### src/rtl/led_tx_pkg.sv
package led_tx_pkg;

  typedef enum logic [2:0] {
    SQ_IDLE,
    SQ_LEAD,
    SQ_HIGH,
    SQ_LOW,
    SQ_TAIL
  } seq_state_e;

  localparam int unsigned IND_PER_PORT = 3;

  // {fault, locate, activity}
  function automatic logic [2:0] decode_status(input logic [31:0] s);
    return {s[22], s[19], (s[21] | s[20])};
  endfunction

  function automatic logic [7:0] slot_field(input logic [31:0] s);
    return s[15:8];
  endfunction

  function automatic int unsigned slot_base(input int unsigned slot);
    return slot * IND_PER_PORT;
  endfunction

endpackage

### src/rtl/led_pattern_store.sv
module led_pattern_store
  import led_tx_pkg::*;
#(
  parameter int unsigned NUM_PORTS = 4,
  parameter int unsigned PORT_W    = 2
) (
  input  logic                          clk,
  input  logic                          rst_n,
  input  logic                          upd_en,
  input  logic [PORT_W-1:0]             upd_port,
  input  logic [2:0]                    upd_ind,
  input  logic [NUM_PORTS*PORT_W-1:0]   slot_map,
  output logic [IND_PER_PORT*NUM_PORTS-1:0] pattern
);
  localparam int unsigned NBITS = IND_PER_PORT * NUM_PORTS;

  logic [PORT_W-1:0] slot_sel;
  int unsigned       base;

  always_comb begin
    slot_sel = slot_map[upd_port*PORT_W +: PORT_W];
    base     = slot_base(int'(slot_sel));
  end

  always_ff @(posedge clk or negedge rst_n) begin
    if (!rst_n) pattern <= '0;
    else if (upd_en) pattern[base +: IND_PER_PORT] <= upd_ind;
  end

  // a write touches only its own three-bit slot
  a_r5_other_bits_kept: assert property (@(posedge clk) disable iff (!rst_n)
    upd_en |=> ((pattern ^ $past(pattern)) & ~(NBITS'(7) << $past(base))) == '0);

endmodule

### src/rtl/led_bit_sequencer.sv
module led_bit_sequencer
  import led_tx_pkg::*;
#(
  parameter int unsigned NBITS    = 12,
  parameter int unsigned CFG_W    = 4,
  parameter int unsigned TICK_DIV = 5000
) (
  input  logic             clk,
  input  logic             rst_n,
  input  logic             start,
  input  logic [CFG_W-1:0] pre_cfg,
  input  logic [CFG_W-1:0] post_cfg,
  input  logic [NBITS-1:0] pattern,
  output logic             sclk_o,
  output logic             sload_o,
  output logic             sdata_o,
  output logic             busy_o
);
  localparam int unsigned IDX_W  = $clog2(2 * (2 ** CFG_W) + NBITS + 1);
  localparam int unsigned BIT_W  = (NBITS > 1) ? $clog2(NBITS) : 1;
  localparam int unsigned TICK_W = (TICK_DIV > 1) ? $clog2(TICK_DIV) : 1;
  localparam int unsigned HOLD_W = $clog2(TICK_DIV + 2) + 1;

  seq_state_e        st;
  logic [TICK_W-1:0] tick;
  logic [IDX_W-1:0]  idx, pre_q, last_q;
  logic              tick_done;
  logic [IDX_W-1:0]  nidx, doff;
  logic              in_data, nld, ndt;

  always_comb begin
    tick_done = (tick == TICK_W'(TICK_DIV - 1));
    nidx      = idx + IDX_W'(1);
    doff      = nidx - pre_q - IDX_W'(1);
    in_data   = (nidx > pre_q) && (doff < IDX_W'(NBITS));
    nld       = (nidx == pre_q);
    ndt       = in_data ? pattern[doff[BIT_W-1:0]] : 1'b1;
  end

  always_ff @(posedge clk or negedge rst_n) begin
    if (!rst_n) begin
      st <= SQ_IDLE; tick <= '0; idx <= '0; pre_q <= '0; last_q <= '0;
      sclk_o <= 1'b1; sload_o <= 1'b1; sdata_o <= 1'b1;
    end else begin
      case (st)
        SQ_IDLE: if (start) begin
          st      <= SQ_LEAD;
          tick    <= '0;
          idx     <= '0;
          pre_q   <= IDX_W'(pre_cfg);
          last_q  <= IDX_W'(pre_cfg) + IDX_W'(NBITS) + IDX_W'(post_cfg);
          sclk_o  <= 1'b0;
          sload_o <= (pre_cfg == '0);
          sdata_o <= 1'b1;
        end
        SQ_LEAD, SQ_LOW: begin
          if (tick_done) begin
            st <= SQ_HIGH; sclk_o <= 1'b1; tick <= '0;
          end else tick <= tick + TICK_W'(1);
        end
        SQ_HIGH: begin
          if (tick_done) begin
            sclk_o <= 1'b0;
            tick   <= '0;
            if (idx == last_q) st <= SQ_TAIL;
            else begin
              st <= SQ_LOW; idx <= nidx; sload_o <= nld; sdata_o <= ndt;
            end
          end else tick <= tick + TICK_W'(1);
        end
        SQ_TAIL: begin
          if (tick_done) begin
            st <= SQ_IDLE; sclk_o <= 1'b1; sload_o <= 1'b1; sdata_o <= 1'b1;
          end else tick <= tick + TICK_W'(1);
        end
        default: st <= SQ_IDLE;
      endcase
    end
  end

  assign busy_o = (st != SQ_IDLE);

  // Observation wires for the assertions
  logic              hold_val;
  logic [HOLD_W-1:0] hold_cnt;
  logic [1:0]        load_seen;
  logic              sclk_rise;

  assign sclk_rise = sclk_o && !hold_val;

  always_ff @(posedge clk or negedge rst_n) begin
    if (!rst_n) begin
      hold_val <= 1'b1; hold_cnt <= '0; load_seen <= '0;
    end else begin
      hold_val <= sclk_o;
      if (sclk_o != hold_val) hold_cnt <= HOLD_W'(1);
      else if (hold_cnt != '1) hold_cnt <= hold_cnt + HOLD_W'(1);
      if (!busy_o) load_seen <= '0;
      else if (sclk_rise && sload_o && load_seen != 2'd3) load_seen <= load_seen + 2'd1;
    end
  end

  a_r1_idle_lines_high: assert property (@(posedge clk) disable iff (!rst_n)
    !busy_o |-> (sclk_o && sload_o && sdata_o));

  a_r8_setup_in_low: assert property (@(posedge clk) disable iff (!rst_n)
    (busy_o && $past(busy_o) &&
     (sload_o != $past(sload_o) || sdata_o != $past(sdata_o))) |-> !sclk_o);

  a_r7_phase_width: assert property (@(posedge clk) disable iff (!rst_n)
    (busy_o && $past(busy_o) && sclk_o != hold_val) |-> hold_cnt == HOLD_W'(TICK_DIV));

  a_r6_single_load: assert property (@(posedge clk) disable iff (!rst_n)
    busy_o |-> load_seen <= 2'd1);

endmodule

### src/rtl/led_status_tx.sv
module led_status_tx
  import led_tx_pkg::*;
#(
  parameter int unsigned NUM_PORTS = 4,
  parameter int unsigned MAX_SLOTS = 8,
  parameter int unsigned CFG_W     = 4,
  parameter int unsigned TICK_DIV  = 5000,
  parameter int unsigned PORT_W    = $clog2(NUM_PORTS)
) (
  input  logic                        clk,
  input  logic                        rst_n,
  input  logic                        req_valid,
  output logic                        req_ready,
  input  logic [PORT_W-1:0]           req_port,
  input  logic [31:0]                 req_status,
  input  logic [NUM_PORTS*PORT_W-1:0] slot_map,
  input  logic [CFG_W-1:0]            pre_clks,
  input  logic [CFG_W-1:0]            post_clks,
  output logic                        led_clk,
  output logic                        led_load,
  output logic                        led_data,
  output logic                        busy
);
  localparam int unsigned NBITS = IND_PER_PORT * NUM_PORTS;

  logic             accept, slot_ok, start;
  logic [2:0]       ind;
  logic [NBITS-1:0] pattern;

  assign req_ready = !busy;
  assign accept    = req_valid && req_ready;
  assign slot_ok   = (32'(slot_field(req_status)) < MAX_SLOTS);
  assign start     = accept && slot_ok;
  assign ind       = decode_status(req_status);

  led_pattern_store #(.NUM_PORTS(NUM_PORTS), .PORT_W(PORT_W)) u_store (
    .clk      (clk),
    .rst_n    (rst_n),
    .upd_en   (start),
    .upd_port (req_port),
    .upd_ind  (ind),
    .slot_map (slot_map),
    .pattern  (pattern)
  );

  led_bit_sequencer #(.NBITS(NBITS), .CFG_W(CFG_W), .TICK_DIV(TICK_DIV)) u_seq (
    .clk      (clk),
    .rst_n    (rst_n),
    .start    (start),
    .pre_cfg  (pre_clks),
    .post_cfg (post_clks),
    .pattern  (pattern),
    .sclk_o   (led_clk),
    .sload_o  (led_load),
    .sdata_o  (led_data),
    .busy_o   (busy)
  );

  a_r3_reject_no_start: assert property (@(posedge clk) disable iff (!rst_n)
    (accept && 32'(req_status[15:8]) >= MAX_SLOTS) |=> !busy);

  a_r3_reject_keeps_pattern: assert property (@(posedge clk) disable iff (!rst_n)
    (accept && 32'(req_status[15:8]) >= MAX_SLOTS) |=> $stable(pattern));

  a_r2_held_request_ignored: assert property (@(posedge clk) disable iff (!rst_n)
    (busy && req_valid) |=> $stable(pattern));

  a_r9_busy_from_accept: assert property (@(posedge clk) disable iff (!rst_n)
    (accept && slot_ok) |=> (busy && !led_clk));

endmodule

### config.mk
export PLATFORM = sky130hd
export DESIGN_NAME = led_status_tx
export DESIGN_NICKNAME = d
export VERILOG_FILES = /design/src/rtl/led_tx_pkg.sv /design/src/rtl/led_pattern_store.sv /design/src/rtl/led_bit_sequencer.sv /design/src/rtl/led_status_tx.sv
export SDC_FILE = /design/constraint.sdc
export NUM_CORES = 1
export LEC_CHECK = 0
export ABC_AREA = 1
export BUFFER_PORTS_ARGS = -buffer_cell sky130_fd_sc_hd__buf_2
export CORE_ASPECT_RATIO = 1.2
export CORE_UTILIZATION = 50
export DETAILED_ROUTE_END_ITERATION = 12
export PLACE_DENSITY = 0.72
export SLEW_MARGIN = 20
export SYNTH_ARGS = -nofsm -noshare
export SYNTH_HDL_FRONTEND = slang
export SYNTH_SLANG_ARGS = --single-unit
### constraint.sdc
create_clock -name clk -period 2.86 [get_ports clk]
set_input_delay 0.572 -clock clk [delete_from_list [all_inputs] [get_ports clk]]
set_output_delay 0.572 -clock clk [all_outputs]
set_load 0.02 [all_outputs]
== Word level (Yosys, flattened, before mapping) ==
Index checks and enable logic that the tools add are counted.
Operators by class
  multiplexer cells: 30
  multipliers: 1
  magnitude comparators: 4
  equal/unequal tests: 14
  bitwise operators: 1
  reductions and logical operators: 20
  $add $sub $neg: 7
  shift operators: 3
Operators with widths (number)
  $mux W13: 3
  $pmux W13 S3: 1
  $neg A4 Y34: 1
  $shift A3 B34 Y12 const A: 1
  $shiftx A3 B34 Y12: 1
  $mux W6: 3
  $mux W3: 5
  $add A13 B1 Y13 const B: 1
  $eq A13 B13 Y1 const B: 1
  $bwmux W12: 1
  $pmux W3 S4: 1
  $pmux W6 S2: 1
  $reduce_and A4 Y1: 3
  $reduce_bool A3 Y1: 4
  $mux W1: 11
  $pmux W1 S3: 3
  $lt A8 B4 Y1 const B: 1
  $ne A2 B1 Y1 const B: 4
  $shiftx A8 B4 Y2: 1
  $add A6 B1 Y6 const B: 1
  $add A6 B4 Y6: 1
  $eq A3 B2 Y1 const B: 2
  $eq A6 B4 Y1: 1
  $eq A6 B6 Y1: 1
  other kinds (22): 27
Storage, ports and cells
  register bits after elaboration: 47
  output and inout port bits: 5
  word-level logic and storage cells: 89
  input bits: 53

== Logic depth before layout (Yosys ltp) ==
Gate-level depths: netlist of the first run.
  depth in word-level cells: 9
  gate-level depth with buffers: 18
  gate-level depth less buffers: 17

== Hierarchy ==
From an unflattened synthesis of the first run, not the netlist that was laid out.
Unflattened totals
  cells, all modules: 468
  area, all modules: 3350.7 um^2
Modules (own cells, without submodules)
  led_bit_sequencer: times used 1, cells an instance 374, sequential area each 879.6 um^2, area an instance 2637.5 um^2
  led_pattern_store: times used 1, cells an instance 86, sequential area each 300.3 um^2, area an instance 669.4 um^2
  led_status_tx: times used 1, cells an instance 8, sequential area each 0.0 um^2, area an instance 43.8 um^2

== Worst setup path after synthesis of the first run ==
Ideal clock, no wire load.
  path kind: input -> register
  start: input port req_port[0]
  end: register u_store.pattern[0]
  path slack: 0.903 ns
  data arrival time: 1.881 ns
  setup time: 0.076 ns
  required time: 2.784 ns
  buffers on the path: 1
  stages on the path: 12
  cell sequence: inv_1 nand2_1 nand3_1 and2_1 clkbuf_1 inv_2 ha_1 inv_1 nand3_1 nor2_1 nand2_1 o21ai_1
Between the ends
  cells in the longest elaborated chain, start to end: 5
  elaborated cells on any way between the ends: 6
  classes of those cells: 1 x add/sub; 1 x mul; 3 x shift; 1 x mux
Ends and longest elaborated chain
  from (decl): line led_status_tx.sv:14  | input logic [PORT_W-1:0] req_port,
  $shiftx A8 B4 Y2 *: line led_pattern_store.sv:21  | slot_sel = slot_map[upd_port*PORT_W +: PORT_W];
  $mul A2 B2 Y4 *: line led_tx_pkg.sv:23  | return slot * IND_PER_PORT;
  $neg A4 Y34 *: line led_pattern_store.sv:27  | else if (upd_en) pattern[base +: IND_PER_PORT] <= upd_ind;
  $shiftx A3 B34 Y12 or $shift A3 B34 Y12 (tied branches): line led_pattern_store.sv:27
  $bwmux W12 *: line led_pattern_store.sv:27
  to (signal, indexed assignment): line led_pattern_store.sv:27
  to (decl): line led_pattern_store.sv:13  | output logic [IND_PER_PORT*NUM_PORTS-1:0] pattern
Mark *: on every way between the ends. The rest lies on a longest branch, timed or not.
A chain may end at the register's enable or synchronous reset.

== Worst setup path in the final report of the first run ==
  start: register u_seq.idx[0]
  end: register u_seq.sdata_o
Between the ends
  cells in the longest elaborated chain, start to end: 9
  elaborated cells on any way between the ends: 15
  classes of those cells: 3 x add/sub; 2 x order compare; 2 x eq/ne; 6 x mux; 2 x reduce/logical
Ends and longest elaborated chain
  from (decl): line led_bit_sequencer.sv:26  | logic [IDX_W-1:0] idx, pre_q, last_q;
  from (signal assigned): line led_bit_sequencer.sv:42  | st <= SQ_IDLE; tick <= '0; idx <= '0; pre_q <= '0; last_q <= '0;
  from (signal assigned): line led_bit_sequencer.sv:49  | idx <= '0;
  from (signal assigned): line led_bit_sequencer.sv:67  | st <= SQ_LOW; idx <= nidx; sload_o <= nld; sdata_o <= ndt;
  $add A6 B1 Y6: line led_bit_sequencer.sv:33  | nidx = idx + IDX_W'(1);
  $sub A6 B4 Y6: line led_bit_sequencer.sv:34  | doff = nidx - pre_q - IDX_W'(1);
  $sub A6 B1 Y6: line led_bit_sequencer.sv:34
  $lt A6 B4 Y1 or $bmux W1 S4 (tied branches): line led_bit_sequencer.sv:35, led_bit_sequencer.sv:37
  $logic_and A1 B1 Y1 or $mux W1 (tied branches): line led_bit_sequencer.sv:35, led_bit_sequencer.sv:37
  $mux W1: line led_bit_sequencer.sv:37  | ndt = in_data ? pattern[doff[BIT_W-1:0]] : 1'b1;
  $mux W1: line led_bit_sequencer.sv:65  | if (idx == last_q) st <= SQ_TAIL;
  $mux W1: line led_bit_sequencer.sv:62  | if (tick_done) begin
  $pmux W1 S3: line led_bit_sequencer.sv:45  | case (st)
  to (signal assigned): line led_bit_sequencer.sv:43  | sclk_o <= 1'b1; sload_o <= 1'b1; sdata_o <= 1'b1;
  to (signal assigned): line led_bit_sequencer.sv:67
  to (signal assigned): line led_bit_sequencer.sv:73  | st <= SQ_IDLE; sclk_o <= 1'b1; sload_o <= 1'b1; sdata_o <= 1'b1;
  to (decl): line led_bit_sequencer.sv:16  | output logic sdata_o,
Parallel ways exist; a longest one is shown, timed or not. The select of a mux whose other input is x is not followed.

==> flow_summary_export.csv, run 1 <==
group,metric,value,unit
sta,rsz0062_at_grt,"false",
sta,setup_viol,0,
synth,synth_edf_count,0,
route,drt_iter0_drc,124,
route,vias,2993,
synth,ys_types,33,
floorplanning,die_h,91.3,um
synth,syn-num-nets,539,
synth,async_flop_share,100,%
clock_tree,clock_latency,0.31,ns
placement,place_area,3550,um^2
floorplanning,coreArea,6410,um^2
sta,finalHoldViolCount,0,
setup_path,setup.worst_path.end,"u_seq.sdata_o",
sta,fmaxAchievable,437,MHz
floorplanning,ios,58,
sta,fin_crit,2.29,ns
placement,dp_hpwl,5270,um
clock_tree,clkSinkCount,47,
power_and_ir_drop,p_leak,1.88,nW
clock_tree,cts_resized,0,
synth,syn-cell-area,3320,um^2
sta,final.setup_skew,0.00952,ns
synth,synth_commonest_cells,"nand2_1 (132), inv_1 (67), dfrtp_1 (44), nand3_1 (36), nor2_1 (32)",
flow_run,cap_violations,0,
sta,worstMarginPinSlew,0.676,ns
power_and_ir_drop,p_total,1.30,mW
finish,final_layout_size_suffix_gt1_share,14.3,%
synth,avgSynthCellArea,7.11,um^2
clock_tree,ctsHoldBuffers,0,
floorplanning,initial_core_util,51.8,%
sta,relSlewSlack,54.8,%
synth,synthFlopType,"dfrtp_1",
min_path,hold_path.class,"primary input to async pin",
global_route,grt_util_all_layers,21.3,%
power_and_ir_drop,p_per_area,355,nW/um^2
power_and_ir_drop,p_comb_share,9.1,%
synth,yosys-top-cells-area,"dfrtp_1 (33%), nand2_1 (15%), inv_1 (7.6%), ha_1 (6.4%), nand3_1 (5.4%)",
clock_tree,post_cts_buffers,0,
finish,filler_cell_count,613,
placement,gp_congestion,0.832,
power_and_ir_drop,p_seq_share,51.2,%
route,drc_errors,0,
route,viasPerCell,5.10,
sta,fin_setup_tns,0,ns
global_route,grt-ovfl-total,0,
clock_tree,cts_tree,"yes",
finish,syn2layout_area_growth,10.5,%
setup_path,crit_type,"flop to flop",
floorplanning,num_rows,32,
setup_path,worst_r2r_path_depth,13,
clock_tree,htree_levels,2,
setup_path,r2r_end,"u_seq.sdata_o",
global_route,grt_max_degree,26,
route,routedWlPerCell,11.8,um
power_and_ir_drop,ir_drop,0.212,mV
finish,final_cell_area,3670,um^2
sta,slew_viol_final,0,
global_route,grt_pass1_wl,12100,um
placement,port_buffers,34,
setup_path,worstPathArrival,2.53,ns
clock_tree,clk_pin_slew,0.09,ns
route,ant_nets,0,
setup_path,end_kind,"flop",
finish,final_cells,587,
synth,yosys_register_bits,47,
run_status,status,"finished clean",
power_and_ir_drop,swShare,23.6,%
setup_path,startpoint,"u_seq.idx[0]",
finish,n_antenna_cell,0,
synth,seq_area_frac_synth,35.5,%
synth,ys_warn_count,0,
route,dr.pass1.iters,4,
setup_path,cp_slowest_cell,"dfrtp_1",
route,wirelength,6920,um
floorplanning,die_w,76.4,um
clock_tree,clk_path_buf_depth,2,
setup_path,crit_path_max_fanout,8,
global_route,antenna_found_initial,0,
clock_tree,root_buffer,"clkbuf_8",
synth,synth_top_area_cell,"dfrtp_1",
setup_path,start_kind,"flop",
setup_path,crit_chain,"ha_1, xor2_1, ha_1, a21oi_1, nand2_1, nand2_1, nand2_1, inv_1, nor2_1, a21oi_1, nand2_1, nand2_1, nand2_1",
setup_path,r2r_start,"u_seq.idx[0]",
synth,synth_most_common_cell,"nand2_1",
finish,final_nets,573,
power_and_ir_drop,pwr-share-clk,39.7,%
floorplanning,die_area,6970,um^2
power_and_ir_drop,power.switching,308,uW
clock_tree,cts_made_buffers,5,
synth,synth_cells,467,
global_route,grt_pass1_vias,2849,
placement,dp_cells,579,
setup_path,cp.required,3.10,ns
setup_path,max_stage_delay,0.50,ns
synth,synth_top_area_share,33.2,%
power_and_ir_drop,p_int,995,uW
setup_path,cp_common_cell,"nand2_1",
setup_path,reg2reg_slack,0.57,ns
sta,finalCritPeriodShare,80.1,%
-- worst min-delay path by stage --
stage	startpoint	to	slack, ns	cells past startpoint
global route	rst_n	u_seq.tick[8]	0.28	1
finish	rst_n	u_seq.tick[2]	0.23	1
floorplan	rst_n	u_seq.idx[0]	0.28	0
CTS	rst_n	u_seq.tick[10]	0.26	1
global placement	u_seq.sclk_o	u_seq.sclk_o	0.45	2
detailed placement	u_seq.sclk_o	u_seq.sclk_o	0.46	2
-- layout by cell type (no fill, tap or decap) --
cell type and instances:
nand2_1 132, inv_1 67, dfrtp_1 44, nand3_1 36, buf_2 34, nor2_1 32
o21ai_0 21, ha_1 17, a21oi_1 16, nand4_1 13, o21ai_1 11, xor2_1 10
nor3_1 10, o21ai_2 7, o22ai_1 7, clkbuf_8 6, inv_2 5, nor2_2 4
nor2_4 4, o211ai_1 4, xnor2_1 3, buf_4 3, dfstp_2 3, nand2_2 2
clkinv_2 2, fa_1 2, a32oi_1 1, and2_1 1, a21oi_2 1, nand3b_1 1
o21a_1 1, o21bai_1 1, bufinv_16 1
-- metrics by stage --
stage | util (%) | setup slack [ns] | hold slack (ns)
6_report | 57.3 | 0.570 | 0.234
2_1_floorplan | - | 0.903 | 0.276
4_1_cts | 57.3 | 0.608 | 0.261
5_1_grt | 57.3 | 0.368 | 0.282
3_3_place_gp | 55.4 | 0.688 | 0.448
3_5_place_dp | 55.4 | 0.626 | 0.455
-- cell type report --
cell class,count,area [um^2],share of cell area (%)
flip-flops and latches,47,1180,32.2
well taps,85,106,2.90
multi-input cells,337,1800,49.0
clock inverters,2,35.0,0.955
inverters,73,275,7.50
clock buffers,6,82.6,2.25
repair buffers,37,193,5.25
-- cell families after synthesis --
group           count (synthesis)  share of synthesized area, %
flops                          47                          35.5
fa+ha+maj                      19                          7.61
compound gates                 70                          12.3
simple gates                  235                          30.8
buf+inv                        83                          10.3
xor+xnor                       13                          3.43
-- power by group through the flow --
stage                     Combinational, mW  Sequential [mW]  Clock (mW)
after CTS                             0.121            0.667       0.519
after global routing                  0.139            0.667       0.547
after floorplan                      0.0695            0.680           0
after global placement                0.117            0.680           0
after detailed placement              0.120            0.680           0
final                                 0.119            0.667       0.517
-- layer usage --
layer / GRT usage [%] / share of wire [%]
met1: 26.5 / 47
met2: 37.4 / 48
met3: 3.72 / 3.5
met4: 6.09 / 0.98
met5: 0 / 0
-- registers in the layout, indices dropped and copies added, names as in the netlist --
signal	cells
u_store.pattern	12
u_seq.tick	13
u_seq.st	3
u_seq.sdata_o	1
u_seq.sclk_o	1
u_seq.sload_o	1
u_seq.pre_q	4
u_seq.idx	6
u_seq.last_q	6
-- critical path, delay by kind of cell (launching register included) --
family | cells | cell delay [ns]
DFF | 1 | 0.50
and+or+nand+nor | 7 | 0.46
AOI/OAI and AO/OA | 2 | 0.35
buffers and inverters | 1 | 0.06
xor gates and xnor gates | 1 | 0.25
adders and majority gates | 2 | 0.61
Note: power is estimated with default switching activity, not from simulation.
==> inputs of run 2 (changes only) <==
Settings changed: PLACE_DENSITY 0.72 to 0.75.
Clock period 2.86 ns to 1.9 ns, I/O delays scaled along.
==> flow_summary_export.csv, run 2 (synthesis results as in run 1) <==
group,metric,value,unit
placement,port_buffers,34,
route,dr.pass1.iters,4,
finish,largest_register_ffs,13,
clock_tree,cts_made_buffers,5,
global_route,use_met1,26.5,%
sta,fmaxAchievable,519,MHz
global_route,grt_pass1_wl,12900,um
floorplanning,die_w,76.4,um
power_and_ir_drop,p_total,1.80,mW
route,vias,3147,
setup_path,startpoint,"u_seq.idx[0]",
global_route,gr-usage-met3,3.62,%
power_and_ir_drop,p_leak,1.96,nW
floorplanning,num_rows,32,
sta,finalWorstSetupSlack,-0.0282,ns
min_path,hold_path.class,"primary input to async pin",
setup_path,start_kind,"flop",
floorplanning,ios,58,
sta,slew_viol_final,0,
clock_tree,htree_levels,2,
sta,finalCritPeriodShare,101,%
run_status,status,"finished with violations",
setup_path,worst_r2r_path_depth,12,
setup_path,r2r_start,"u_seq.idx[0]",
clock_tree,clk_path_buf_depth,2,
floorplanning,die_h,91.3,um
finish,final_util,60.8,%
route,routedWlPerCell,12.2,um
finish,final_cell_mix,"nand2_1 (128), inv_1 (63), dfrtp_1 (42)",
sta,setup_viol,1,
setup_path,cp.required,2.14,ns
setup_path,setup.worst_path.end,"u_seq.sdata_o",
global_route,antenna_found_initial,0,
placement,gp_congestion,0.838,
clock_tree,ctsHoldBuffers,0,
finish,syn2layout_area_growth,17.2,%
clock_tree,clock_latency,0.30,ns
route,drc_errors,0,
setup_path,crit_type,"flop to flop",
sta,fin_crit,1.93,ns
setup_path,end_kind,"flop",
setup_path,r2r_end,"u_seq.sdata_o",
sta,finalHoldViolCount,0,
finish,final_common_cell,"nand2_1",
floorplanning,initial_core_util,51.8,%
clock_tree,clkSinkCount,47,
power_and_ir_drop,p_per_area,462,nW/um^2
floorplanning,coreArea,6410,um^2
finish,final_layout_size_suffix_gt1_share,21.7,%
sta,final.setup_skew,0.00799,ns
route,ant_nets,0,
run_status,failed_checks,"negative setup slack",
setup_path,reg2reg_slack,-0.03,ns
finish,n_antenna_cell,0,
sta,relSlewSlack,53.3,%
global_route,grt_use_met2,42.4,%
clock_tree,root_buffer,"clkbuf_8",
setup_path,crit_path_max_fanout,4,
placement,dp_hpwl,5700,um
sta,worstMarginPinSlew,0.698,ns
route,drt_iter0_drc,148,
global_route,grt_max_degree,20,
flow_run,cap_violations,0,
finish,largestRegisters,"u_seq.tick x13, u_store.pattern x12",
route,viasPerCell,5.16,
finish,max_flop_register,"u_seq.tick",
global_route,grt_pass1_vias,3024,
global_route,busiest_layer,"met2",
global_route,grt_util_all_layers,23.0,%
sta,rsz0062_at_grt,"true",
finish,final_nets,596,
clock_tree,cts_tree,"yes",
setup_path,worstPathArrival,2.17,ns
route,wirelength,7450,um
power_and_ir_drop,ir_drop,0.439,mV
placement,pre_cts_ws,-0.119,ns
global_route,grt-ovfl-total,0,
clock_tree,clk_pin_slew,0.09,ns
floorplanning,die_area,6970,um^2
-- run 2: worst min-delay path by stage --
stage	cells past startpoint	endpoint	from
6_report	1	u_seq.st[0]	rst_n
4_1_cts	1	u_seq.idx[3]	rst_n
3_3_place_gp	1	u_seq.st[0]	rst_n
3_5_place_dp	1	u_seq.st[0]	rst_n
5_1_grt	1	u_seq.idx[3]	rst_n
2_1_floorplan	0	u_seq.idx[0]	rst_n
-- run 2: routing by layer --
layer | part of all wire, % | up-vias
met1 | 44 | 1450
met3 | 3.0 | 13
met4 | 2.4 | 0
li1 | - | 1609
met2 | 51 | 75
met5 | 0 | -
-- run 2: critical path, stage by stage, from the launching register on --
cell and delay (ns):
dfrtp_2 0.41, inv_2 0.07, ha_2 0.19, fa_2 0.59
inv_2 0.05, o211ai_1 0.09, nand3_1 0.10, nand2_1 0.08
nand2_1 0.05, nor2_1 0.10, nand2_1 0.06, nand2_1 0.05
nand2_1 0.04
-- run 2: where the power goes --
part	switching [mW]	leakage (nW)	internal [mW]	total (mW)
clock network	0.339	0.0385	0.261	0.600
registers	0.00134	0.503	1.00	1.00
logic	0.114	1.42	0.0811	0.195
total	0.454	1.96	1.34	1.80
-- run 2: per-stage QoR --
step | area, um^2 | instances | hold WS [ns] | TNS (ns)
global placement | 3710 | 598 | 0.346 | -0.0977
floorplan | 3340 | 467 | 0.0844 | 0
finish | 3890 | 610 | 0.00620 | -0.0282
CTS | 3860 | 609 | 0.0230 | -0.0575
detailed placement | 3710 | 598 | 0.346 | -0.123
global route | 3890 | 610 | 0.0336 | -0.240
-- run 2: area by class of cell --
cell class / count / area, um^2
fillers: 591 / 2510
clock buffers: 7 / 76.3
multi-input cells: 337 / 1880
flip-flops and latches: 47 / 1180
repair buffers: 60 / 365
well taps: 85 / 106
inverters: 73 / 275
clock inverters: 1 / 7.51
-- run 2: repair_timing --
item | CTS | global route
endpoints found under the setup margin | 8 | 7
pin swaps | 4 | 8
resized for setup | 7 | 12
endpoints found under the hold margin | 0 | 0
buffers inserted | 3 | 1
==> inputs of run 3 (changes only) <==
Settings changed: CELL_PAD_IN_SITES_DETAIL_PLACEMENT set to 0, CELL_PAD_IN_SITES_GLOBAL_PLACEMENT set to 2, CORE_UTILIZATION 50 to 28, PLACE_DENSITY 0.75 to unset, PLACE_DENSITY_LB_ADDON set to 0.1.
==> flow_summary_export.csv, run 3 (synthesis results as in run 1) <==
group,metric,value,unit
run_status,status,"finished with violations",
run_status,failed_checks,"negative setup slack",
setup_path,crit_type,"flop to flop",
setup_path,end_kind,"flop",
power_and_ir_drop,p_per_area,539,nW/um^2
finish,largest_register_ffs,13,
placement,port_buffers,34,
clock_tree,clock_latency,0.29,ns
sta,finalHoldViolCount,0,
global_route,grt_max_degree,20,
setup_path,crit_path_max_fanout,4,
min_path,hold_path.class,"primary input to flop",
placement,dp_hpwl,6630,um
route,highest_layer,"met4",
sta,finalWorstSetupSlack,-0.0850,ns
finish,largestRegisters,"u_seq.tick x13, u_store.pattern x12",
route,viasPerCell,4.41,
global_route,antenna_found_initial,0,
finish,final_layout_size_suffix_gt1_share,23.1,%
global_route,grt-ovfl-total,0,
setup_path,startpoint,"u_seq.idx[0]",
route,ant_nets,0,
floorplanning,initial_core_util,28.7,%
sta,fin_crit,1.99,ns
finish,final_nets,611,
placement,place_area,3920,um^2
placement,gp_congestion,0.754,
route,wirelength,8500,um
finish,syn2layout_area_growth,26.5,%
floorplanning,die_area,12300,um^2
clock_tree,root_buffer,"clkbuf_16",
power_and_ir_drop,p_total,2.26,mW
sta,worstMarginPinSlew,0.403,ns
power_and_ir_drop,p_leak,2.09,nW
sta,fmaxAchievable,504,MHz
setup_path,worstPathArrival,2.21,ns
sta,whs,0.310,ns
finish,max_flop_register,"u_seq.tick",
finish,final_common_cell,"nand2_1",
placement,pre_cts_ws,-0.165,ns
clock_tree,cts_made_buffers,5,
setup_path,start_kind,"flop",
floorplanning,num_rows,43,
sta,rsz0062_at_grt,"true",
route,vias,3072,
sta,final.setup_skew,0.00696,ns
route,routedWlPerCell,12.2,um
setup_path,worst_r2r_path_depth,12,
sta,slew_viol_final,0,
finish,final_cell_area,4200,um^2
floorplanning,die_h,121,um
power_and_ir_drop,ir_drop,0.278,mV
global_route,grt_pass1_wl,14700,um
clock_tree,htree_levels,2,
global_route,grt_util_all_layers,15.3,%
sta,relSlewSlack,72.9,%
setup_path,r2r_end,"u_seq.sdata_o",
route,wl_met1,4140,um
sta,setup_viol,1,
clock_tree,clk_path_buf_depth,2,
route,dr.pass1.iters,4,
setup_path,r2r_start,"u_seq.idx[0]",
flow_run,cap_violations,0,
route,route.met2.wl,4060,um
sta,finalCritPeriodShare,104,%
setup_path,setup.worst_path.end,"u_seq.sdata_o",
route,drc_errors,0,
floorplanning,coreArea,11600,um^2
setup_path,cp.required,2.13,ns
route,drt_iter0_drc,100,
global_route,grt_pass1_vias,3051,
finish,n_antenna_cell,0,
clock_tree,clk_pin_slew,0.07,ns
clock_tree,clkSinkCount,47,
setup_path,reg2reg_slack,-0.09,ns
finish,filler_cell_count,1284,
finish,final_cell_mix,"nand2_1 (131), inv_1 (65), dfrtp_1 (42)",
route,wl_met3,173,um
floorplanning,die_w,101,um
floorplanning,ios,58,
clock_tree,cts_tree,"yes",
-- run 3: worst min-delay path by stage --
stage                      startpoint             end  slack (ns)  cells after the start
after floorplan                 rst_n    u_seq.idx[0]        0.08                      0
after global placement          rst_n     u_seq.st[2]        0.31                      1
after detailed placement        rst_n     u_seq.st[2]        0.31                      1
after CTS                 pre_clks[3]  u_seq.pre_q[3]        0.30                      3
after global routing      pre_clks[2]  u_seq.pre_q[2]        0.33                      3
final                     pre_clks[3]  u_seq.pre_q[3]        0.31                      3
-- run 3: routing by layer --
metal  GRT usage, %  vias up
met3           2.07       12
met4           4.71        0
met1           20.2     1378
met5              0        -
li1               -     1646
met2           25.6       36
-- run 3: worst max-delay path: stages (launching register included) --
cell and delay, ns:
dfrtp_2 0.45, ha_4 0.29, fa_1 0.44, inv_2 0.11, a21oi_2 0.03, o21ai_1 0.08, nand3_1 0.11, nand2_1 0.09
nand2_1 0.05, nor2_1 0.09, nand2_1 0.07, nand2_1 0.06, nand2_1 0.04
-- run 3: metrics by stage --
stage	cells	util, %	setup TNS, ns
2_1_floorplan	467	-	0
3_3_place_gp	685	33.8	-0.274
3_5_place_dp	685	33.8	-0.316
4_1_cts	695	35.6	-0.119
5_1_grt	697	36.3	-0.280
6_report	697	36.3	-0.0850
-- run 3: what timing repair did --
action	4_1_cts	5_1_grt
hold buffers	1	0
gates resized for setup	4	13
pin swaps	4	4
endpoints found under the setup margin	2	6
hold endpoints to repair	9	0
buffers inserted	1	2
-- run 3: power by group --
part           switching, mW  total [mW]  internal [mW]
sequential           0.00133        1.00           1.00
clock                  0.397        1.05          0.655
combinational          0.117       0.207         0.0900
-- run 3: cell type report --
class | count | area, um^2 | area share, %
Clock buffer | 6 | 139 | 3.31
Multi-Input combinational cell | 337 | 1890 | 45.0
Timing Repair Buffer | 75 | 480 | 11.4
Inverter | 73 | 278 | 6.61
Tap cell | 157 | 196 | 4.68
Sequential cell | 47 | 1180 | 28.1
Clock inverter | 2 | 35.0 | 0.834
